$ cat src/rtl/colcap_pkg.sv
package colcap_pkg;
    localparam int ROWS = 12;

    typedef logic [ROWS-1:0] col_word_t;

    typedef struct packed {
        logic      stb;
        logic      err;
        col_word_t rows;
    } poll_t;

    function automatic logic poll_good(input poll_t p);
        return p.stb && !p.err;
    endfunction

    function automatic logic poll_bad(input poll_t p);
        return p.stb && p.err;
    endfunction
endpackage

$ cat src/rtl/idx_stretch.sv
module idx_stretch #(
    parameter int STRETCH_CYC = 28000
) (
    input  logic clk,
    input  logic rst,
    input  logic idx_raw,
    output logic stretch_o,
    output logic fall_o
);
    localparam int CW = $clog2(STRETCH_CYC + 1);

    logic [2:0]    sync_q;
    logic          rise;
    logic [CW-1:0] cnt;
    logic          stretch_q;

    assign rise      = sync_q[1] && !sync_q[2];
    assign stretch_o = (cnt != '0);
    assign fall_o    = stretch_q && !stretch_o;

    always_ff @(posedge clk) begin
        if (rst) begin
            sync_q    <= '0;
            cnt       <= '0;
            stretch_q <= 1'b0;
        end else begin
            sync_q    <= {sync_q[1:0], idx_raw};
            stretch_q <= stretch_o;
            if (rise)
                cnt <= CW'(STRETCH_CYC);
            else if (cnt != '0)
                cnt <= cnt - 1'b1;
        end
    end

    AST_STRETCH_START: assert property (@(posedge clk) disable iff (rst)
        rise |=> stretch_o);
    AST_FALL_ONE: assert property (@(posedge clk) disable iff (rst)
        fall_o |=> !fall_o);
endmodule

$ cat src/rtl/err_watch.sv
module err_watch
    import colcap_pkg::*;
(
    input  logic  clk,
    input  logic  rst,
    input  logic  col_window,
    input  poll_t poll,
    input  logic  feed_req,
    input  logic  abort_ack,
    output logic  aborted,
    output logic  feed_check
);
    logic fc_latch;
    logic trip;

    assign trip       = col_window && poll_bad(poll);
    assign feed_check = feed_req && fc_latch;

    always_ff @(posedge clk) begin
        if (rst) begin
            aborted  <= 1'b0;
            fc_latch <= 1'b0;
        end else if (abort_ack) begin
            aborted  <= 1'b0;
            fc_latch <= 1'b0;
        end else if (trip) begin
            aborted  <= 1'b1;
            fc_latch <= 1'b1;
        end
    end

    AST_ABORT_SET: assert property (@(posedge clk) disable iff (rst)
        (col_window && poll.stb && poll.err && !abort_ack) |=> aborted);
    AST_ABORT_HOLD: assert property (@(posedge clk) disable iff (rst)
        (aborted && !abort_ack) |=> aborted);
    AST_IDLE_OUTSIDE: assert property (@(posedge clk) disable iff (rst)
        (!aborted && !col_window) |=> !aborted);
    AST_FEED_REPORT: assert property (@(posedge clk) disable iff (rst)
        feed_check |-> feed_req);
endmodule

$ cat src/rtl/col_commit.sv
module col_commit
    import colcap_pkg::*;
#(
    parameter int COLS = 80
) (
    input  logic      clk,
    input  logic      rst,
    input  poll_t     poll,
    input  logic      fall,
    input  logic      col_window,
    input  logic      aborted,
    output logic      fifo_wr,
    output col_word_t fifo_wdata
);
    localparam int NW = $clog2(COLS + 1);

    col_word_t     held;
    logic [NW-1:0] ncol;

    always_ff @(posedge clk) begin
        if (rst) begin
            held       <= '0;
            fifo_wr    <= 1'b0;
            fifo_wdata <= '0;
            ncol       <= '0;
        end else begin
            fifo_wr <= 1'b0;
            if (poll_good(poll))
                held <= poll.rows;
            if (!col_window) begin
                ncol <= '0;
            end else if (fall && !aborted && ncol < NW'(COLS)) begin
                fifo_wr    <= 1'b1;
                fifo_wdata <= held;
                ncol       <= ncol + 1'b1;
            end
        end
    end

    AST_WR_PULSE: assert property (@(posedge clk) disable iff (rst)
        fifo_wr |=> !fifo_wr);
    AST_WR_GATED: assert property (@(posedge clk) disable iff (rst)
        fifo_wr |-> ($past(col_window) && !$past(aborted)));
    AST_COL_LIMIT: assert property (@(posedge clk) disable iff (rst)
        ncol <= NW'(COLS));
endmodule

$ cat src/rtl/colcap_top.sv
module colcap_top
    import colcap_pkg::*;
#(
    parameter int STRETCH_CYC = 28000,
    parameter int COLS        = 80
) (
    input  logic            clk,
    input  logic            rst,
    input  logic            idx_raw,
    input  logic [ROWS-1:0] rows,
    input  logic            poll_stb,
    input  logic            poll_err,
    input  logic            col_window,
    input  logic            feed_req,
    input  logic            abort_ack,
    output logic            fifo_wr,
    output logic [ROWS-1:0] fifo_wdata,
    output logic            fifo_force_full,
    output logic            read_abort,
    output logic            feed_check
);
    poll_t poll;
    logic  stretch;
    logic  fall;
    logic  aborted;

    assign poll            = '{stb: poll_stb, err: poll_err, rows: rows};
    assign read_abort      = aborted;
    assign fifo_force_full = aborted;

    idx_stretch #(.STRETCH_CYC(STRETCH_CYC)) u_stretch (
        .clk(clk), .rst(rst), .idx_raw(idx_raw),
        .stretch_o(stretch), .fall_o(fall)
    );

    err_watch u_watch (
        .clk(clk), .rst(rst), .col_window(col_window), .poll(poll),
        .feed_req(feed_req), .abort_ack(abort_ack),
        .aborted(aborted), .feed_check(feed_check)
    );

    col_commit #(.COLS(COLS)) u_commit (
        .clk(clk), .rst(rst), .poll(poll), .fall(fall),
        .col_window(col_window), .aborted(aborted),
        .fifo_wr(fifo_wr), .fifo_wdata(fifo_wdata)
    );

    AST_FULL_NO_DROP: assert property (@(posedge clk) disable iff (rst)
        (fifo_force_full && !abort_ack) |=> fifo_force_full);
    AST_NO_WR_ABORT: assert property (@(posedge clk) disable iff (rst)
        read_abort |=> !fifo_wr);
endmodule

$ cat config.mk
export PLATFORM = sky130hd
export DESIGN_NAME = colcap_top
export DESIGN_NICKNAME = d
export VERILOG_FILES = /design/src/rtl/colcap_pkg.sv /design/src/rtl/idx_stretch.sv /design/src/rtl/err_watch.sv /design/src/rtl/col_commit.sv /design/src/rtl/colcap_top.sv
export SDC_FILE = /design/constraint.sdc
export NUM_CORES = 1
export LEC_CHECK = 0
export ABC_AREA = 1
export BUFFER_PORTS_ARGS = -buffer_cell sky130_fd_sc_hd__buf_2
export CORE_UTILIZATION = 57
export DETAILED_ROUTE_END_ITERATION = 8
export GPL_TIMING_DRIVEN = 1
export HOLD_SLACK_MARGIN = 0.15
export PLACE_DENSITY_LB_ADDON = 0.1
export SLEW_MARGIN = 5
export SYNTH_ARGS = -nofsm -noshare
export SYNTH_HDL_FRONTEND = slang
export SYNTH_HIERARCHICAL = 1
export SYNTH_SLANG_ARGS = --single-unit
$ cat constraint.sdc
create_clock -name clk -period 3.4 [get_ports clk]
set_clock_uncertainty 0.15 [all_clocks]
set_input_delay 0 -clock clk [delete_from_list [all_inputs] [get_ports clk]]
set_output_delay 0 -clock clk [all_outputs]
set_load 0.005 [all_outputs]
=== Word level (Yosys, flattened, before mapping) ===
Index checks and enable logic that the tools add are counted.

* Flip-flop bits (word level): 52
* Bits of input ports: 20
* Word-level logic and storage cells: 34

* Add/subtract/negate cells: 2
* Magnitude comparators: 1
* Multiplexer cells: 3
* Bitwise logic cells: 1
* Reduce and logical (&&, ||, !) cells: 18

{| class="wikitable"
|+ Operators by type and width
! cell !! count
|-
| $mux W15 || 2
|-
| $reduce_bool A15 Y1 || 1
|-
| $sub A15 B1 Y15 const B || 1
|-
| $logic_and A1 B1 Y1 || 8
|-
| $add A7 B1 Y7 const B || 1
|-
| $lt A7 B7 Y1 const B || 1
|-
| $reduce_or A2 Y1 || 3
|-
| $logic_not A1 Y1 || 4
|-
| $reduce_and A2 Y1 || 1
|-
| $reduce_bool A2 Y1 || 1
|-
| $mux W1 || 1
|-
| $not A1 Y1 || 1
|}

=== Logic depth before layout (Yosys ltp) ===
Gate-level depths: netlist (run 1).

* Depth after elaboration: 6
* Depth in mapped cells: 14

=== Modules after synthesis ===
Netlist (run 1), hierarchy kept.

{| class="wikitable"
|+ By module, submodules not included
! module !! instances !! cells each !! area each (µm²) !! sequential area each (µm²)
|-
| col_commit || 1 || 166 || 1275.0 || 640.6
|-
| idx_stretch || 1 || 137 || 955.9 || 380.4
|-
| err_watch || 1 || 7 || 51.3 || 20.0
|-
| colcap_top || 1 || 1 || 7.5 || 0.0
|}

=== Worst setup path after synthesis (run 1) ===
Ideal clock, no wire load.

* Kind: reg2reg
* Start point: register u_stretch.cnt[0]
* End point: register u_commit.fifo_wdata[10]
* Setup time: 132 ps
* Arrival time: 1781 ps
* Required time: 3118 ps
* Path slack: 1336 ps
* Cell stages (with the launch flop): 14
* Path buffers: 2
* Path through: dfxtp_1 -> inv_2 -> ha_1 -> nand2_4 -> nor2_4 -> nand2_4 -> buf_6 -> nor2_1 -> inv_1 -> nor2_1 -> nand3_1 -> buf_4 -> nand2_1 -> a21oi_1

* Word-level cells in the longest chain between the ends: 6

{| class="wikitable"
|+ RTL lines
! what !! line !! RTL
|-
| start, declared || idx_stretch.sv:14 || <nowiki>logic [CW-1:0] cnt;</nowiki>
|-
| start signal, assigned || idx_stretch.sv:30 || <nowiki>cnt <= CW'(STRETCH_CYC);</nowiki>
|-
| start signal, assigned || idx_stretch.sv:32 || <nowiki>cnt <= cnt - 1'b1;</nowiki>
|-
| $reduce_bool A15 Y1 || idx_stretch.sv:18 || <nowiki>assign stretch_o = (cnt != '0);</nowiki>
|-
| via stretch || colcap_top.sv:23 || <nowiki>logic stretch;</nowiki>
|-
| $logic_not A1 Y1 || idx_stretch.sv:19 || <nowiki>assign fall_o = stretch_q && !stretch_o;</nowiki>
|-
| $logic_and A1 B1 Y1 || idx_stretch.sv:19 ||
|-
| via fall || colcap_top.sv:24 || <nowiki>logic fall;</nowiki>
|-
| $logic_and A1 B1 Y1 (2 in a row) || col_commit.sv:32 || <nowiki>end else if (fall && !aborted && ncol < NW'(COLS)) begin</nowiki>
|-
| $reduce_and A2 Y1 (no line) || n/a ||
|-
| end signal, assigned || col_commit.sv:34 || <nowiki>fifo_wdata <= held;</nowiki>
|-
| end, declared || col_commit.sv:13 || <nowiki>output col_word_t fifo_wdata</nowiki>
|}

The timed path passes the listed nets, and every way through them passes these cells.
A chain may end at the register's enable or synchronous reset.

=== Worst setup path in the final report (run 1) ===
Ends and elaborated chain as after synthesis.

==> metrics.txt, run 1 <==
Final min period 3.20 ns; routed vias 2227; most common cell after layout, fill and taps aside nor2_1; P_sw 759 µW; H-tree levels 2; Routed WL per cell 12.9 µm; Leakage Power 1.32 nW; root buf cell clkbuf_8; Sw Ratio 38.3%; Via density 5.26; Clock Latency Late Sink 0.31 ns; GP Congestion 0.859; CTS sink count 52; FF+latch count, synth 52; share of cells above drive strength 1 16.0%; status completed; post-synthesis cell type count 28; Post-DRT Antenna Nets 0; Reg clk slew, reported paths 0.09 ns; vias in the first global route 2038; DP Wirelength 3220 µm; hold crit path type reg -> reg; crit path kind reg -> reg; TritonCTS clock tree yes; Mapped Area 0.00229 mm²; worst-margin pin slew 0.811 ns; Die Wd 65.4 µm; DRC Markers 0; Clock Path Buffers 2; Int Pwr 1.22 mW; CP Launch Type flip-flop; crit share post-route 94.0%; Gate power share 38.2%; post-place setup slack 0.836 ns; cts hold-fix bufs 32; synthesized net count 333; max_cap viols 0; RSZ-0062 raised after global routing no; Setup Buffers After CTS 0; setup TNS 0 ns; Critical Path RT 3.45 ns; Max Slew Vio Count 0; TritonCTS Buffers 5; Mapped Cells 311; Peak supply drop 0.418 mV; starting density of the core 61.2%; FP Rows 22; first-pass detailed-route iteration total 4; Setup crit end kind flip-flop; Clock Power Share 21.5%; Reg power frac 40.3%; final setup vio count 0; # port buffers 35; core area 0.00374 mm²; Ant. Diodes 0; final instance area 0.00289 mm²; die area 0.00427 mm²; pin count of the biggest net entering global routing 27; placed inst area 0.00246 mm²; Nets 396; final hold vios 0; synthesized area per cell 7.36 µm²; antenna violations before repair 0; Iter 0 DRT Violations 222; Max Fanout on Critical Path 21; first-pass GRT wire length 8980 µm; final worst slack 0.203 ns; Pwr per Cell Area 685 mW/mm²; grt total ovfl 0; Pwr Total 1.98 mW; Synth Warn # 6; Chip Height 65.4 µm; I/O pins 36; Max Fclk 313 MHz; leading cell types in the layout, fill and taps excluded nor2_1 (63), nand2_1 (53), dfxtp_1 (52); sequential-to-total area share from yosys stat 45.5%; WP data arrival 3.25 ns; Slew HR 45.7%; P&R area growth vs syn 26.2%; Post-CTS Resized 0; final WL 5450 µm; gr usage total 27.6%
==> kinds of logic (layout without fill, tap and decap cells) <==
kind of cell,after synthesis,in the layout,share of synthesized area (%)
AOI/OAI and AO/OA,48,48,11.4
xor gates and xnor gates,3,3,1.15
and+or+nand+nor,163,163,32.5
DFF,52,52,45.5
adders and majority gates,2,2,1.09
buffers and inverters,43,107,8.47
==> metal layers <==
layer | up-vias | global-route usage [%] | wire (µm)
met5 | - | 0 | 0
met2 | 74 | 44.3 | 2540
li1 | 1128 | - | -
met1 | 1017 | 36.4 | 2510
met4 | 0 | 11.4 | 76
met3 | 8 | 4.86 | 321
==> synth_stat cells, drive strengths merged <==
cell / n / area [µm²]
nand4: 16 / 100
o21ai: 16 / 83.8
xor2: 1 / 8.76
buf: 8 / 62.6
clkbuf: 5 / 18.8
o21bai: 2 / 15.0
nand3b: 3 / 26.3
or2: 2 / 12.5
nor2: 67 / 272
inv: 30 / 113
ha: 2 / 25.0
xnor2: 2 / 17.5
a21oi: 30 / 161
nand2: 56 / 233
nand3: 17 / 90.1
nor3: 2 / 10.0
dfxtp: 52 / 1040
==> stage by stage <==
stage	hold slack, ns	util [%]	instances
floorplan	-0.0809	-	311
global placement	0.0586	65.7	383
detailed placement	0.0674	65.7	383
CTS	0.269	77.2	423
global route	0.296	77.2	423
finish	0.268	77.2	423
==> power groups by stage <==
stage | combinational, mW | clock (mW) | sequential [mW]
2_1_floorplan | 0.613 | 0 | 0.786
3_3_place_gp | 0.703 | 0 | 0.808
3_5_place_dp | 0.719 | 0 | 0.809
4_1_cts | 0.751 | 0.436 | 0.795
5_1_grt | 0.867 | 0.460 | 0.808
6_report | 0.756 | 0.426 | 0.798
==> path summary, 6_finish.rpt <==
path	startpoint	to	slack (ns)	depth (start not counted)
setup / recovery	u_stretch/cnt[0]	u_commit/fifo_wdata[10]	0.20	13
hold / removal	u_stretch/sync_q[0]	u_stretch/sync_q[1]	0.27	2
hold reg to reg	u_stretch/sync_q[0]	u_stretch/sync_q[1]	0.27	2
setup reg to reg	u_stretch/cnt[0]	u_commit/fifo_wdata[10]	0.20	13
==> worst max-delay path, stage by stage (launching register included) <==
cell	delay (ns)
dfxtp_1	0.36
inv_2	0.09
ha_1	0.32
nand2_4	0.10
nor2_4	0.15
nand2_4	0.15
nor2_1	0.12
inv_1	0.05
nor2_1	0.08
buf_4	0.26
nand3_1	0.40
nand2_1	0.19
a21oi_1	0.08
dlygate4sd3_1	0.58
==> final cells by class <==
| cell class | instances | area [µm²] |
|---|---|---|
| multi-input cells | 216 | 1050 |
| flip-flops and latches | 52 | 1040 |
| fillers | 294 | 853 |
| repair buffers | 69 | 510 |
| inverters | 30 | 113 |
| clock buffers | 6 | 72.6 |
| well taps | 48 | 60.1 |
| clock inverters | 2 | 38.8 |
==> registers in the layout, indices dropped and copies added (netlist names) <==
register / flops
u_stretch/cnt: 15
u_commit/fifo_wr: 1
u_stretch/sync_q: 3
u_commit/fifo_wdata: 12
u_watch/fc_latch: 1
u_stretch/stretch_q: 1
u_commit/ncol: 7
u_commit/held: 12
No activity file was read; power rests on OpenSTA's default activity.
==> inputs of run 2 (changes only) <==
Settings changed: CORE_UTILIZATION 57 to 55.
Clock period 3.4 ns to 3.1 ns, I/O delays scaled along.
==> run 2 against run 1 <==
Combinational power grew 9.1%. Sequential share of layout area rose by 0.16 points. Cell count increased by 0.24%. Largest cell class unchanged. Via count down 1.4%. Die area rose by 3.5%. Worst setup slack improved by 0.073 ns. Clock power fell by 7.5%. Worst hold slack better by 0.013 ns.
==> metrics.txt, run 2 (same netlist as run 1, synthesis figures left out) <==
leading cell types in the layout, fill and taps excluded nor2_1 (63), nand2_1 (53), dfxtp_1 (52) (unchanged); P&R area growth vs syn 25.7% (was 26.2%); # port buffers 35 (unchanged); Clock Latency Late Sink 0.30 ns (was 0.31 ns); crit-path cells inv_2 > ha_1 > nand2_4 > nor2_4 > nand2_4 > nor2_1 > inv_1 > nor2_1 > buf_4 > nand4_1 > a21oi_1 > dlygate4sd3_1 (was inv_2 > ha_1 > nand2_4 > nor2_4 > nand2_4 > nor2_1 > inv_1 > nor2_1 > buf_4 > nand3_1 > nand2_1 > a21oi_1 > dlygate4sd3_1); starting density of the core 57.2% (was 61.2%); Iter 0 DRT Violations 168 (was 222); WP data arrival 2.92 ns (was 3.25 ns); Clock Path Buffers 2 (unchanged); GP Congestion 0.819 (was 0.859); Max Fclk 354 MHz (was 313 MHz); Via density 5.18 (was 5.26); Max Slew Vio Count 0 (unchanged); Final min period 2.82 ns (was 3.20 ns); DRC Markers 0 (unchanged); Peak supply drop 0.477 mV (was 0.418 mV); TritonCTS clock tree yes (unchanged); CP Launch Type flip-flop (unchanged); Gate power share 39.4% (was 38.2%); Clock Power Share 18.8% (was 21.5%); RSZ-0062 raised after global routing no (unchanged); Setup crit end kind flip-flop (unchanged); post-place setup slack 0.751 ns (was 0.836 ns); fill count 326 (was 294); Largest regs u_stretch/cnt: 15 flops, u_commit/fifo_wdata: 12 flops, u_commit/held: 12 flops (unchanged); core area 0.00400 mm² (was 0.00374 mm²); first-pass detailed-route iteration total 4 (unchanged); final hold vios 0 (unchanged); routed vias 2195 (was 2227); most common cell after layout, fill and taps aside nor2_1 (unchanged); final setup vio count 0 (unchanged); gr usage total 25.4% (was 27.6%); share of cells above drive strength 1 16.3% (was 16.0%); Pwr per Cell Area 727 mW/mm² (was 685 mW/mm²); P_sw 819 µW (was 759 µW); final WL 5220 µm (was 5450 µm); antenna violations before repair 0 (unchanged); Largest register FFs 15 (unchanged); Biggest register u_stretch/cnt (unchanged); hold crit path type reg -> reg (unchanged); Max Fanout on Critical Path 20 (was 21); worst-margin pin slew 0.816 ns (was 0.811 ns); Routed WL per cell 12.3 µm (was 12.9 µm); crit path kind reg -> reg (unchanged); Slowest Stage Delay on Critical Path 0.56 ns (was 0.58 ns); grt total ovfl 0 (unchanged); DP Wirelength 3310 µm (was 3220 µm); CTS sink count 52 (unchanged); H-tree levels 2 (unchanged); Post-DRT Antenna Nets 0 (unchanged); Int Pwr 1.27 mW (was 1.22 mW); FP Rows 23 (was 22); die area 0.00442 mm² (was 0.00427 mm²); I/O pins 36 (unchanged); max_cap viols 0 (unchanged); crit path max-delay cell type dlygate4sd3_1 (unchanged); setup TNS 0 ns (unchanged); placed inst area 0.00246 mm² (about the same); pin count of the biggest net entering global routing 27 (unchanged); Ant. Diodes 0 (unchanged); final worst slack 0.276 ns (was 0.203 ns); Critical Path RT 3.20 ns (was 3.45 ns); crit share post-route 91.1% (was 94.0%); first-pass GRT wire length 8550 µm (was 8980 µm); vias in the first global route 1937 (was 2038); root buf cell clkbuf_8 (unchanged); Sw Ratio 39.1% (was 38.3%); status completed (unchanged); Chip Height 66.5 µm (was 65.4 µm); Reg clk slew, reported paths 0.09 ns (about the same); Die Wd 66.5 µm (was 65.4 µm); TritonCTS Buffers 5 (unchanged); final instance area 0.00288 mm² (was 0.00289 mm²); Leakage Power 1.32 nW (about the same); Nets 396 (unchanged); Reg power frac 41.8% (was 40.3%); Slew HR 45.4% (was 45.7%); Setup Buffers After CTS 0 (unchanged)
[run 2: path summary, 6_finish.rpt]
check        cells after the start                start                endpoint  slack (ns)
max                             12     u_stretch/cnt[0]  u_commit/fifo_wdata[4]        0.28
min                              2  u_stretch/sync_q[0]     u_stretch/sync_q[1]        0.28
max reg2reg                     12     u_stretch/cnt[0]  u_commit/fifo_wdata[4]        0.28
min reg2reg                      2  u_stretch/sync_q[0]     u_stretch/sync_q[1]        0.28
[run 2: worst max-delay path, delay by kind of cell, from the launching register on]
kind,cells,cell delay [ns]
DFF,1,0.36
buffers and inverters,4,0.99
and+or+nand+nor,6,0.81
adders and majority gates,1,0.32
AOI/OAI and AO/OA,1,0.14
[run 2: repair_timing]
action	4_1_cts	5_1_grt
resized for setup	0	1
endpoints found under the hold margin	42	0
hold buffers	32	0
endpoints found under the setup margin	0	1
[run 2: power groups by stage]
stage | logic, mW | clock network [mW] | registers (mW)
floorplan | 0.673 | 0 | 0.862
global placement | 0.778 | 0 | 0.887
detailed placement | 0.786 | 0 | 0.887
CTS | 0.820 | 0.401 | 0.873
global route | 0.943 | 0.428 | 0.889
finish | 0.825 | 0.394 | 0.875
[run 2: cell type report]
type                    instances  area [µm²]  area share (%)
well taps                      50        62.6            2.17
clock buffers                   6        82.6            2.87
multi-input cells             216        1060            36.8
clock inverters                 1        8.76           0.304
flip-flops and latches         52        1040            36.2
repair buffers                 69         510            17.7
inverters                      30         113            3.91
[run 2: metrics by stage]
step | util [%] | std cells | hold slack, ns | power [mW]
floorplan | - | 311 | -0.0809 | 1.53
global placement | 61.5 | 385 | 0.0668 | 1.67
detailed placement | 61.5 | 385 | 0.0670 | 1.67
CTS | 71.8 | 424 | 0.266 | 2.09
global route | 71.9 | 424 | 0.302 | 2.26
finish | 71.9 | 424 | 0.281 | 2.09
[run 2: layer usage]
layer / routed length (µm) / GRT usage [%] / vias to the layer above / share of wire (%)
met3: 245 / 4.62 / 6 / 4.7
met4: 61 / 7.98 / 0 / 1.2
met1: 2510 / 35.0 / 989 / 48
li1: - / - / 1137 / -
met2: 2400 / 39.9 / 63 / 46
met5: 0 / 0 / - / 0
